$ cat src/rtl/crc_unit_pkg.sv
package crc_unit_pkg;

   localparam int CRC_W  = 32;
   localparam int MODE_W = 6;
   localparam int ADDR_W = 2;

   typedef enum logic [1:0] {
      SEL_CCITT = 2'd0,
      SEL_C16   = 2'd1,
      SEL_C32   = 2'd2,
      SEL_C32B  = 2'd3
   } poly_sel_e;

   typedef struct packed {
      logic      cpl_out;
      logic      rev_out;
      logic      cpl_in;
      logic      rev_in;
      poly_sel_e sel;
   } mode_t;

   localparam mode_t MODE_DEFAULT = '0;

   localparam logic [ADDR_W-1:0] REG_MODE  = 2'd0;
   localparam logic [ADDR_W-1:0] REG_SEED  = 2'd1;
   localparam logic [ADDR_W-1:0] REG_DATA  = 2'd2;
   localparam logic [ADDR_W-1:0] REG_SPARE = 2'd3;

   localparam logic [31:0] POLY_32    = 32'h04C1_1DB7;
   localparam logic [15:0] POLY_CCITT = 16'h1021;
   localparam logic [15:0] POLY_C16   = 16'h8005;

   function automatic logic is_wide(input poly_sel_e s);
      return (s == SEL_C32) || (s == SEL_C32B);
   endfunction

   function automatic logic [15:0] narrow_poly(input poly_sel_e s);
      return (s == SEL_C16) ? POLY_C16 : POLY_CCITT;
   endfunction

   function automatic logic [7:0] flip8(input logic [7:0] v);
      logic [7:0] r;
      for (int i = 0; i < 8; i++) r[i] = v[7-i];
      return r;
   endfunction

   function automatic logic [15:0] flip16(input logic [15:0] v);
      logic [15:0] r;
      for (int i = 0; i < 16; i++) r[i] = v[15-i];
      return r;
   endfunction

   function automatic logic [31:0] flip32(input logic [31:0] v);
      logic [31:0] r;
      for (int i = 0; i < 32; i++) r[i] = v[31-i];
      return r;
   endfunction

   // one byte, MSB first, through the selected LFSR
   function automatic logic [31:0] byte_step(input logic [31:0] c,
                                             input logic [7:0]  b,
                                             input poly_sel_e   s);
      logic [31:0] r;
      logic        fb;
      r = c;
      for (int i = 7; i >= 0; i--) begin
         if (is_wide(s)) begin
            fb = r[31] ^ b[i];
            r  = {r[30:0], 1'b0} ^ (fb ? POLY_32 : 32'h0);
         end else begin
            fb = r[15] ^ b[i];
            r  = {16'h0, r[14:0], 1'b0} ^ (fb ? {16'h0, narrow_poly(s)} : 32'h0);
         end
      end
      return r;
   endfunction

endpackage

$ cat src/rtl/crc_in_xform.sv
module crc_in_xform #(
   parameter int DATA_W = 32
) (
   input  logic [DATA_W-1:0] data_i,
   input  logic              rev_i,
   input  logic              cpl_i,
   output logic [DATA_W-1:0] data_o
);
   localparam int NB = DATA_W / 8;

   for (genvar l = 0; l < NB; l++) begin : g_lane
      logic [7:0] raw, ordered;
      assign raw          = data_i[8*l +: 8];
      assign ordered      = rev_i ? crc_unit_pkg::flip8(raw) : raw;
      assign data_o[8*l +: 8] = cpl_i ? ~ordered : ordered;
   end
endmodule

$ cat src/rtl/crc_fold.sv
module crc_fold #(
   parameter int DATA_W = 32,
   parameter int NB     = DATA_W / 8,
   parameter int CNT_W  = $clog2(NB + 1)
) (
   input  logic [31:0]                  crc_i,
   input  logic [DATA_W-1:0]            data_i,
   input  logic [CNT_W-1:0]             nbytes_i,
   input  crc_unit_pkg::poly_sel_e      sel_i,
   output logic [31:0]                  crc_o
);
   localparam int SH_W = $clog2(DATA_W) + 1;

   logic [SH_W-1:0]   shamt;
   logic [DATA_W-1:0] aligned;

   // left-align the used field so stage 0 always sees the first byte
   assign shamt   = SH_W'((NB - int'(nbytes_i)) * 8);
   assign aligned = data_i << shamt;

   for (genvar s = 0; s < NB; s++) begin : g_stage
      logic [31:0] c_in, c_out;
      if (s == 0) begin : g_first
         assign c_in = crc_i;
      end else begin : g_next
         assign c_in = g_stage[s-1].c_out;
      end
      assign c_out = (CNT_W'(s) < nbytes_i)
                   ? crc_unit_pkg::byte_step(c_in, aligned[DATA_W-1-8*s -: 8], sel_i)
                   : c_in;
   end

   assign crc_o = g_stage[NB-1].c_out;
endmodule

$ cat src/rtl/crc_out_xform.sv
module crc_out_xform (
   input  logic [31:0]          run_i,
   input  crc_unit_pkg::mode_t  mode_i,
   output logic [31:0]          sum_o
);
   logic [15:0] n_ord, n_fin;
   logic [31:0] w_ord, w_fin;

   assign n_ord = mode_i.rev_out ? crc_unit_pkg::flip16(run_i[15:0]) : run_i[15:0];
   assign n_fin = mode_i.cpl_out ? ~n_ord : n_ord;
   assign w_ord = mode_i.rev_out ? crc_unit_pkg::flip32(run_i) : run_i;
   assign w_fin = mode_i.cpl_out ? ~w_ord : w_ord;

   assign sum_o = crc_unit_pkg::is_wide(mode_i.sel) ? w_fin : {16'h0, n_fin};
endmodule

$ cat src/rtl/crc_unit.sv
module crc_unit #(
   parameter int          DATA_W     = 32,
   parameter logic [31:0] RESET_SEED = 32'h0000_FFFF
) (
   input  logic              clk,
   input  logic              rst_n,
   input  logic              wr_en,
   input  logic [1:0]        wr_addr,
   input  logic [1:0]        wr_size,
   input  logic [DATA_W-1:0] wr_data,
   input  logic [1:0]        rd_addr,
   output logic [DATA_W-1:0] rd_data
);
   import crc_unit_pkg::*;

   localparam int NB    = DATA_W / 8;
   localparam int CNT_W = $clog2(NB + 1);

   if ((DATA_W % 8) != 0 || DATA_W < 32) begin : g_bad_width
      $error("crc_unit: DATA_W must be a multiple of 8 and at least 32");
   end

   mode_t             mode_q;
   logic [31:0]       run_q;
   logic [DATA_W-1:0] din_x;
   logic [CNT_W-1:0]  nbytes;
   logic [31:0]       fold_w;
   logic [31:0]       sum_w;

   always_comb begin
      case (wr_size)
         2'd0:    nbytes = CNT_W'(1);
         2'd1:    nbytes = CNT_W'(2);
         default: nbytes = CNT_W'(4);
      endcase
   end

   crc_in_xform #(.DATA_W(DATA_W)) u_in (
      .data_i (wr_data),
      .rev_i  (mode_q.rev_in),
      .cpl_i  (mode_q.cpl_in),
      .data_o (din_x)
   );

   crc_fold #(.DATA_W(DATA_W)) u_fold (
      .crc_i    (run_q),
      .data_i   (din_x),
      .nbytes_i (nbytes),
      .sel_i    (mode_q.sel),
      .crc_o    (fold_w)
   );

   crc_out_xform u_out (
      .run_i  (run_q),
      .mode_i (mode_q),
      .sum_o  (sum_w)
   );

   always_ff @(posedge clk or negedge rst_n) begin
      if (!rst_n) begin
         mode_q <= MODE_DEFAULT;
         run_q  <= RESET_SEED;
      end else if (wr_en) begin
         case (wr_addr)
            REG_MODE: mode_q <= mode_t'(wr_data[MODE_W-1:0]);
            REG_SEED: run_q  <= wr_data[31:0];
            REG_DATA: run_q  <= fold_w;
            default:  ;
         endcase
      end
   end

   always_comb begin
      case (rd_addr)
         2'd0:    rd_data = DATA_W'(mode_q);
         2'd1:    rd_data = DATA_W'(run_q);
         2'd2:    rd_data = DATA_W'(sum_w);
         default: rd_data = '0;
      endcase
   end
endmodule

$ cat config.mk
export PLATFORM = sky130hd
export DESIGN_NAME = crc_unit
export DESIGN_NICKNAME = d
export VERILOG_FILES = /design/src/rtl/crc_unit_pkg.sv /design/src/rtl/crc_in_xform.sv /design/src/rtl/crc_fold.sv /design/src/rtl/crc_out_xform.sv /design/src/rtl/crc_unit.sv
export SDC_FILE = /design/constraint.sdc
export NUM_CORES = 1
export LEC_CHECK = 0
export BUFFER_PORTS_ARGS = -buffer_cell sky130_fd_sc_hd__buf_2
export CORE_MARGIN = 1.5
export CORE_UTILIZATION = 65
export DETAILED_ROUTE_END_ITERATION = 7
export MAX_ROUTING_LAYER = met4
export PLACE_DENSITY = 0.87
export SYNTH_ARGS = -nofsm -noshare
export SYNTH_HDL_FRONTEND = slang
export SYNTH_HIERARCHICAL = 1
export SYNTH_SLANG_ARGS = --single-unit
$ cat constraint.sdc
create_clock -name clk -period 13.8 [get_ports clk]
set_clock_uncertainty 0.05 [all_clocks]
set_input_delay 1.38 -clock clk [delete_from_list [all_inputs] [get_ports clk]]
set_output_delay 1.38 -clock clk [all_outputs]
set_load 0.005 [all_outputs]
Yosys cells after proc, flatten, opt, wreduce, memory -nomap -nowiden
Index checks and enable logic that the tools add are counted.

Register bits: 38. Bits in writable memories: 0. Logic and storage cells: 278. Memory bits (read-only): 0. Latch bits: 0. Memories: 0. Output and inout bits: 32.

Add/subtract/negate cells: 1. Equality and inequality tests: 8. Multipliers: 0. Reduce and logical (&&, ||, !) cells: 7. Shift-type cells: 1. Multiplexer cells: 117. Div/mod/pow operators: 0. Bitwise operators: 134. Order comparisons: 4.

Operators by type and width (number): 32-bit 2-to-1 mux (39); 16-bit by 32-bit XOR with 32-bit output (32); 32-bit XOR (32); 27-bit 2-to-1 mux (32); 16-bit 2-to-1 mux (35); 32-bit case mux with 3 select lines (1); 8-bit 2-to-1 mux (8); 32-bit case mux with 2 select lines (1); 1-bit XOR (64); 32-bit NOT (1); 8-bit NOT (4); 32-bit by 6-bit left shift with 32-bit output (1); 16-bit NOT (1); 2-bit by 1-bit equality test with 1-bit output (second input constant) (4); 2-bit equality test (second input constant) (4); 2-bit zero test (3); 1-bit by 3-bit less-than comparator with 1-bit output (first input constant) (2); 2-bit by 3-bit less-than comparator with 1-bit output (first input constant) (2); 3-bit case mux with 2 select lines (1); 2-bit AND reduction (2); 3-bit subtractor (first input constant) (1); 2-bit nonzero test (1); 1-bit logical OR (1).

Logic depth before layout (Yosys ltp)
Gate-level depths: netlist of the first run.

Depth after elaboration: 137. Depth in mapped cells: 36. Gate-level depth less buffers: 30.

By module
Netlist of the first run, hierarchy kept.

By module, submodules not included: crc_fold (cells each 1629, area each 12524.5 sq um, instances 1, sequential area each 0.0 sq um); crc_unit (cells each 213, area each 2232.1 sq um, instances 1, sequential area each 970.9 sq um); crc_out_xform (cells each 125, area each 955.9 sq um, instances 1, sequential area each 0.0 sq um); crc_in_xform (cells each 72, area each 676.9 sq um, instances 1, sequential area each 0.0 sq um).

Worst setup path before layout of the first run
Ideal clock, no wire load.

Path kind: input-to-reg. From: input port wr_size[0]. To: register run_q[2]. Buffers on the path: 4. Data arrival time: 9359 ps. Slack: 4307 ps. Required time: 13667 ps. Stages on the path: 34. Cells stage by stage: nor2_1 buf_6 inv_2 clkbuf_1 ha_1 buf_4 mux4_2 buf_2 xnor2_1 mux2_2 xnor2_1 mux2i_1 xnor3_1 a211o_1 nand2_1 xnor2_1 xor3_2 xnor3_2 xor2_2 nor2_2 o2111ai_1 nor3_2 xnor3_2 xnor2_2 or4_4 and4_1 o21ai_1 xnor2_2 xnor3_1 a221oi_2 a221oi_2 a31o_1 mux2i_1 a21oi_1.

Cells in the longest elaborated chain, start to end: 137.

RTL lines: start: declaration (RTL line crc_unit.sv:9) `input logic [1:0] wr_size,`; 2-bit by 1-bit equality test with 1-bit output or 2-bit zero test (tied branches) (RTL line crc_unit.sv:31) `case (wr_size)`; 3-bit case mux with 2 select lines (*) (RTL line crc_unit.sv:31); 3-bit subtractor (RTL line crc_fold.sv:18) `assign shamt = SH_W'((NB - int'(nbytes_i)) * 8);`; 32-bit by 6-bit left shift with 32-bit output (RTL line crc_fold.sv:19) `assign aligned = data_i << shamt;`; 1-bit XOR (RTL line crc_unit_pkg.sv:71) `fb = r[15] ^ b[i];`; 16-bit 2-to-1 mux (RTL line crc_unit_pkg.sv:72) `r = {16'h0, r[14:0], 1'b0} ^ (fb ? {16'h0, narrow_poly(s)} : 32'h0);`; 16-bit by 32-bit XOR with 32-bit output (RTL line crc_unit_pkg.sv:72); 32-bit 2-to-1 mux (RTL line crc_unit_pkg.sv:67) `if (is_wide(s)) begin`; [... 122 more ...]; 32-bit 2-to-1 mux (RTL line crc_unit_pkg.sv:67); 1-bit XOR (RTL line crc_unit_pkg.sv:71); 16-bit 2-to-1 mux (RTL line crc_unit_pkg.sv:72); 16-bit by 32-bit XOR with 32-bit output (RTL line crc_unit_pkg.sv:72); 32-bit 2-to-1 mux (RTL line crc_unit_pkg.sv:67); 32-bit 2-to-1 mux (*) (RTL line crc_fold.sv:29) `? crc_unit_pkg::byte_step(c_in, aligned[DATA_W-1-8*s -: 8], sel_i)`; net fold_w[2] (RTL line crc_unit.sv:27) `logic [31:0] fold_w;`; 32-bit case mux with 2 select lines (*) (RTL line crc_unit.sv:64) `case (wr_addr)`; end signal: assignment (RTL line crc_unit.sv:66) `REG_SEED: run_q <= wr_data[31:0];`; end signal: assignment (RTL line crc_unit.sv:67) `REG_DATA: run_q <= fold_w;`; end: declaration (RTL line crc_unit.sv:24) `logic [31:0] run_q;`.

Mark *: on every way through the listed nets, which the timed path passes. The rest lies on a longest branch. A chain may end at the register's enable or synchronous reset.

Worst setup path after layout of the first run
From: input port wr_size[1]. To: register run_q[2].

Cells in the longest elaborated chain, start to end: 137.

RTL lines: 2-bit by 1-bit equality test with 1-bit output or 2-bit zero test (tied branches) (RTL line crc_unit.sv:31); 3-bit case mux with 2 select lines (*) (RTL line crc_unit.sv:31); net nbytes[1] (RTL line crc_unit.sv:26) `logic [CNT_W-1:0] nbytes;`; 3-bit subtractor (RTL line crc_fold.sv:18); 32-bit by 6-bit left shift with 32-bit output (RTL line crc_fold.sv:19); 1-bit XOR (RTL line crc_unit_pkg.sv:71); 16-bit 2-to-1 mux (RTL line crc_unit_pkg.sv:72); 16-bit by 32-bit XOR with 32-bit output (RTL line crc_unit_pkg.sv:72); [... 123 more ...]; 32-bit 2-to-1 mux (RTL line crc_unit_pkg.sv:67); 1-bit XOR (RTL line crc_unit_pkg.sv:71); 16-bit 2-to-1 mux (RTL line crc_unit_pkg.sv:72); 16-bit by 32-bit XOR with 32-bit output (RTL line crc_unit_pkg.sv:72); 32-bit 2-to-1 mux (RTL line crc_unit_pkg.sv:67); 32-bit 2-to-1 mux (*) (RTL line crc_fold.sv:29); net fold_w[2] (RTL line crc_unit.sv:27); 32-bit case mux with 2 select lines (*) (RTL line crc_unit.sv:64).

Marked as above.

==> metrics.cfg, run 1 <==
[yosys]
ys_top_cells_by_count = 306 x xnor2_1, 165 x nand2_1, 150 x a21oi_1
async_reset_ff_share_pct = 100
syn_nets = 2083
syn_avg_cell_area_um2 = 8.04
ys_seq_area_share_pct = 5.92
postSynthCellCount = 2039
syn_area_mm2 = 0.0164
synth_cell_type_count = 124
ys_ff_latch = 38
yosys_most_used_dff = dfrtp_1
synth_top_area_cell = xnor2_1
synth_edf_count = 0
yosysMostFrequentCell = xnor2_1
synth.area.top_cells = xnor2_1 16%, mux2i_1 8.9%, xnor3_1 7.3%, xor2_1 6.7%, a21oi_1 4.6%
synth_top_area_share_pct = 16.4
yosysWarnings = 6

[die]
die_h_um = 162
fp-row-count = 57
core_mm2 = 0.0245
initial_utilization_pct = 66.8
die_w_um = 162
pin_count = 73
fp.dieArea_mm2 = 0.0262

[placement]
hpwl_um = 48200
gp_congestion = 1.07
placed_cells = 2304
port_buffers = 72
placed_cell_area_mm2 = 0.0164

[final_layout]
stdcell_area_mm2 = 0.0166
n_antenna_cell = 0
drive_above_1_share_pct = 13.1
final_nets = 2031
instances_no_fill = 2312
finish.utilization_pct = 67.6
syn2layout_area_growth_pct = 1.23
regArea_um2 = 976
nFillCells = 2064
multi_input_area_mm2 = 0.0144

[clock_network]
cts_max_path_buffers = 2
insertion_delay_ps = 280
cts_hold_buf = 0
cts_resized = 0
numCtsBuffers = 5
path_clk_slew_ps = 60
h-tree-depth = 2
clock-root-buffer = clkbuf_16
cts_tree = done
cts_setup_buffers = 0
cts.sinks = 38

[route]
via_per_inst = 7.28
vias = 16800
dr.pass1.iters = 6
detail-route-antenna-nets = 0
drtIter0Drc = 2850
wl_per_cell_um = 28.0
drc = 0
totalWireLength_um = 64800

[worst_setup_path]
worstSetupStartpointType = input port
crit_buf_inv = 4
cp_common_cell = xnor2_1
cp.required_ps = 13900
max_stage_delay_ps = 820
cp_max_fo = 42
crit_path_end_kind = flip-flop
cp_slowest_cell = o21ai_0
path_delay_family = compound AO/OA/AOI/OAI gates
r2r_cells = 30
crit_arrival_ps = 11170
worstSetupPathType = in2reg
worstSetupPathDepth = 33

[grt]
grt_first_pass_wirelength_um = 95600
grt_antenna_before_repair = 0
grt_pass1_vias = 15500
grt-ovfl-total = 0
grt_max_degree = 123
grt_use_total_pct = 49.7

[sta]
maxSlewViolCount = 0
min_period_ps = 11070
fin_tns_setup_ps = 0
tightest_slew_ps = 1290
setup-violations-final = 0
fin_crit_sh_pct = 80.2
hold_violations = 0
max_freq_mhz = 90.3
rsz0062_at_grt = false
maxSlewHeadroom_pct = 13.8

[status]
outcome = finished clean

[job]
max_cap_violations = 0

[min_path]
hold_path_class = reg2reg
min_delay_path_depth = 2

[area by class of cell]
type | instances | share of cell area [%]
clock buffer | 6 | 0.837
tap | 324 | 2.44
sequential | 38 | 5.88
timing repair buffer | 108 | 3.88
multi-input combinational | 1817 | 86.5
clock inverter | 2 | 0.0754
inverter | 17 | 0.385
[worst register-to-register path: cells and delay by family, from the launching register on]
family	cells	cell delay, ps
buffers and inverters	1	460
XOR/XNOR	10	3960
flip-flops	1	320
AND/OR/NAND/NOR	6	2400
multiplexers	2	360
AO/OA/AOI/OAI	11	2400
[logic make-up after synthesis]
| family | Yosys count | synth area share [%] |
|---|---|---|
| multiplexers | 178 | 12.2 |
| buffers and inverters | 184 | 6.81 |
| adder cells (fa/ha/maj) | 3 | 0.229 |
| AO/OA/AOI/OAI | 535 | 22.6 |
| AND/OR/NAND/NOR | 581 | 17.7 |
| flip-flops | 38 | 5.92 |
| XOR/XNOR | 520 | 34.4 |
[layout by cell type, fill, tap and decap left out, drive strengths merged, types with 16 or more instances in the layout]
master  synthesis  routed
nor3           34      34
nand2b         17      17
nor2          151     151
a31oi          20      20
o31ai          20      20
mux2i         148     148
dfrtp          22      22
nand2         169     169
a211oi         16      16
o211ai         24      24
nand3          35      35
or3            19      19
xnor2         321     321
nand4          21      21
o22ai          33      33
nor4           21      21
buf            92     108
a22oi          30      30
dfstp          16      16
and3           22      22
a22o           28      28
xor2          137     137
mux2           17      17
xnor3          55      55
o21ai          83      83
a21oi         153     153
and2           43      43
[state kept, by name, indices dropped and copies added, names as in the netlist]
signal / count
run_q: 32
mode_q: 6
[metal layers]
metal,vias up,global-route usage [%],part of all wire [%]
met1,7885,62.3,37
met3,329,10.5,13
met4,0,28.7,7.6
met2,1375,74.1,43
met5,-,-,0
li1,7249,-,-
[worst paths after layout]
kind,start,endpoint,slack [ps]
setup / recovery,wr_size[1],run_q[2],2730
hold / removal,run_q[0],run_q[0],580
setup reg to reg,mode_q[2],run_q[2],3750
hold reg to reg,run_q[0],run_q[0],580
max in group asynchronous,rst_n,mode_q[1],11890
min in group asynchronous,rst_n,run_q[17],1170
[metrics by stage]
stage	setup WS (ps)	hold slack [ps]
2_1_floorplan	4310	450
3_3_place_gp	2940	561
3_5_place_dp	2670	561
4_1_cts	2920	572
5_1_grt	2260	591
6_report	2730	580
Power of run 1 is not shown: default switching activity piles up to over one toggle a cycle in this logic, so the estimate is an artifact.
==> run 2: changes to the inputs <==
ABC_AREA = 1   (was unset)
clock period = 10.55 ns   (was 13.8 ns; I/O delays follow)
==> run 2 against run 1 <==
Synthesized area fell by 16%. Synthesized cell count rose by 26%. The run now fails in global routing.
==> metrics.cfg, run 2 <==
[status]
outcome = aborted with a tool error
stop_stage = global routing
stop_error = [ERROR GRT-0116] Global routing finished with congestion. Check the congestion regions in the DRC Viewer.

[placement]
hpwl_um = 48500
port_buffers = 72
dp_slack_ps = -3200
gp_congestion = 1.27

[yosys]
ys_top_cells_by_count = 944 x nand2_1, 390 x nand3_1, 244 x inv_1
synth_edf_count = 0
synth_top_area_cell = nand2_1
syn_nets = 2608
synth.area.top_cells = nand2_1 26%, nand3_1 14%, xor2_1 12%, inv_1 6.7%, xnor2_1 4.7%
ys_seq_area_share_pct = 7.09
async_reset_ff_share_pct = 100
ys_ff_latch = 38
synth_top_area_share_pct = 25.9
yosysWarnings = 6
syn_area_mm2 = 0.0137
synth_cell_type_count = 52
postSynthCellCount = 2564
syn_avg_cell_area_um2 = 5.34
yosys_most_used_dff = dfrtp_1
yosysMostFrequentCell = nand2_1

[grt]
grt-ovfl-total = 644
grt_use_total_pct = 93.3
grt_max_degree = 73
grt_first_pass_wirelength_um = 156000
grt_pass1_vias = 26200

[die]
fp-row-count = 52
die_h_um = 148
pin_count = 73
die_w_um = 148
initial_utilization_pct = 67.1

[clock_network]
numCtsBuffers = 5
cts.sinks = 38
clock-root-buffer = clkbuf_16
cts_hold_buf = 0
h-tree-depth = 2
cts_max_path_buffers = 2

[run 2: changes by cell type after synthesis, moves of 64 or more]
cell and delta:
xnor2_1 -233, nand2_1 +779, nand3_1 +356, nand2_2 +64
a21oi_1 -108, inv_1 +230, mux2i_1 -142, xor2_1 +65
[run 2: cells by family after synthesis]
logic type	count (synthesis)	synth area share, %
xor gates and xnor gates	264	17.0
AOI/OAI and AO/OA	243	10.1
DFF	38	7.09
buffers and inverters	384	12.7
muxes	3	0.219
adders and majority gates	3	0.274
and+or+nand+nor	1629	52.7
[run 2: metrics by stage]
step	cell area, um^2	utilization [%]	std cells
floorplan	14100	-	2564
global placement	17200	84.4	3201
detailed placement	17200	84.4	3201
CTS	18900	92.4	3309
[run 2: metal layers]
layer	track usage, %	overflow
met4	96.8	168
met5	-	-
met2	107	415
met1	88.2	32
met3	81.8	29
[run 2: timing repair]
| action | 4_1_cts |
|---|---|
| pin swaps | 147 |
| setup buffers | 102 |
| gates resized for setup | 173 |
| endpoints found under the setup margin | 27 |
==> run 3: changes to the inputs <==
CORE_UTILIZATION = 40   (was 65)
MAX_ROUTING_LAYER = unset   (was met4)
PLACE_DENSITY = unset   (was 0.87)
PLACE_DENSITY_LB_ADDON = 0.15   (was unset)
==> run 3 against run 2 <==
The flow now finishes, with violations (negative setup slack). Synthesized cell count unchanged. Synthesized area did not move.
==> metrics.cfg, run 3 <==
[clock_network]
insertion_delay_ps = 280
clock-root-buffer = clkbuf_16
numCtsBuffers = 5
cts.sinks = 38
path_clk_slew_ps = 60
cts_tree = done
cts_max_path_buffers = 2
h-tree-depth = 2

[worst_setup_path]
cp_max_fo = 5
r2r_cells = 124
cp.required_ps = 10710
cp_slowest_cell = ha_4
path_delay_family = simple AND/OR/NAND/NOR gates
r2r_end = run_q[15]
r2r-start = mode_q[2]
max_stage_delay_ps = 330
worstSetupPathType = in2reg
crit_buf_inv = 8
worstSetupStartpointType = input port
cp_common_cell = nand2_2
crit_arrival_ps = 14340
reg2reg_setup_slack_ps = -3290
crit_path_end_kind = flip-flop

[yosys]
syn_area_mm2 = 0.0137
yosys_most_used_dff = dfrtp_1
yosysMostFrequentCell = nand2_1
syn_nets = 2608
synth_cell_type_count = 52
synth_edf_count = 0
synth_top_area_share_pct = 25.9
yosysWarnings = 6
ys_ff_latch = 38
synth_top_area_cell = nand2_1
ys_top_cells_by_count = 944 x nand2_1, 390 x nand3_1, 244 x inv_1
synth.area.top_cells = nand2_1 26%, nand3_1 14%, xor2_1 12%, inv_1 6.7%, xnor2_1 4.7%
postSynthCellCount = 2564
syn_avg_cell_area_um2 = 5.34
ys_seq_area_share_pct = 7.09
async_reset_ff_share_pct = 100

[sta]
min_period_ps = 14180
tightest_slew_ps = 1080
max_freq_mhz = 70.5
maxSlewViolCount = 0
hold_violations = 0
setup_ws_ps = -3630
hold_slack_ps = 469
maxSlewHeadroom_pct = 28.2
fin_crit_sh_pct = 134
rsz0062_at_grt = true
setup-violations-final = 28

[grt]
grt-ovfl-total = 0
grt_max_degree = 58
grt_antenna_before_repair = 0
grt_use_total_pct = 37.9
grt_pass1_vias = 18500
grt_first_pass_wirelength_um = 105000

[final_layout]
largest_register = run_q
drive_above_1_share_pct = 35.5
largestRegisters = run_q (32), mode_q (6)
instances_no_fill = 3587
nFillCells = 3335
n_antenna_cell = 0
finish.utilization_pct = 61.3
multi_input_area_mm2 = 0.0128
final_cell_mix = 832 x nand2_1, 604 x buf_4, 278 x nand3_1
final_nets = 3182
final_common_cell = nand2_1
syn2layout_area_growth_pct = 50.3
largest_register_ffs = 32
regArea_um2 = 976

[route]
drtIter0Drc = 1944
via_per_inst = 5.47
wl_per_cell_um = 19.8
drc = 0
detail-route-antenna-nets = 0
dr.pass1.iters = 8
vias = 19600
totalWireLength_um = 70900

[die]
fp.dieArea_mm2 = 0.0354
die_h_um = 188
fp-row-count = 67
pin_count = 73
die_w_um = 188
core_mm2 = 0.0336
initial_utilization_pct = 40.8

[placement]
port_buffers = 72
hpwl_um = 53000
placed_cells = 3434
gp_congestion = 1.01

[min_path]
hold_path_class = reg2reg
whs_endpoint = run_q[2]
min_delay_path_depth = 2
hold_start = run_q[2]

[job]
max_cap_violations = 0

[status]
violations = negative setup slack
outcome = finished, violations left

## run 3: cell counts after synthesis
No cell type changed its count.
## run 3: stage by stage
step / setup slack, ps / TNS [ps] / instance area (um^2)
after floorplan: -1130 / -14850 / 14100
after global placement: -2520 / -45610 / 17900
after detailed placement: -3090 / -59310 / 17900
after CTS: -2580 / -51800 / 19300
after global routing: -4360 / -96140 / 20600
final: -3630 / -77060 / 20600
## run 3: final cells by class
class,count,share of cell area [%]
clock buffers,5,0.608
clock inverters,3,0.334
inverters,261,4.84
multi-input cells,2142,62.0
flip-flops and latches,38,4.74
well taps,448,2.72
repair buffers,690,24.8
## run 3: worst register-to-register path: cells and delay by family, from the launching register on
kind | cells | cell delay (ps)
simple gates | 116 | 12260
compound gates | 2 | 190
flops | 1 | 430
buf+inv | 6 | 840
## run 3: per-layer routing
| metal | GRT usage (%) | up-vias | wire, um | share of wire (%) |
|---|---|---|---|---|
| met4 | 19.5 | 0 | 4710 | 6.6 |
| met2 | 64.3 | 1002 | 32900 | 46 |
| met1 | 47.7 | 9042 | 28200 | 40 |
| li1 | - | 9329 | - | - |
| met5 | 0 | - | 0 | 0 |
| met3 | 3.28 | 263 | 5110 | 7.2 |
## run 3: timing repair
item / 4_1_cts / 5_1_grt
pin swaps: 75 / 155
hold buffers: 0 / 0
setup buffers: 114 / 39
gates resized for setup: 94 / 209
endpoints found under the setup margin: 26 / 28
## run 3: logic make-up after synthesis
| kind of cell | Yosys count | share of synthesized area (%) |
|---|---|---|
| and+or+nand+nor | 1629 | 52.7 |
| adders and majority gates | 3 | 0.274 |
| buffers and inverters | 384 | 12.7 |
| AOI/OAI and AO/OA | 243 | 10.1 |
| xor gates and xnor gates | 264 | 17.0 |
| muxes | 3 | 0.219 |
| DFF | 38 | 7.09 |
## run 3: worst max-delay path by stage
stage / from / end / cells past startpoint
after floorplan: wr_size[0] / run_q[12] / 130
after CTS: wr_size[1] / run_q[2] / 126
after detailed placement: wr_size[1] / run_q[5] / 122
final: wr_size[0] / run_q[15] / 123
after global routing: wr_size[0] / run_q[2] / 123
after global placement: wr_size[1] / run_q[5] / 118
Power of run 3 is left out for the same reason.
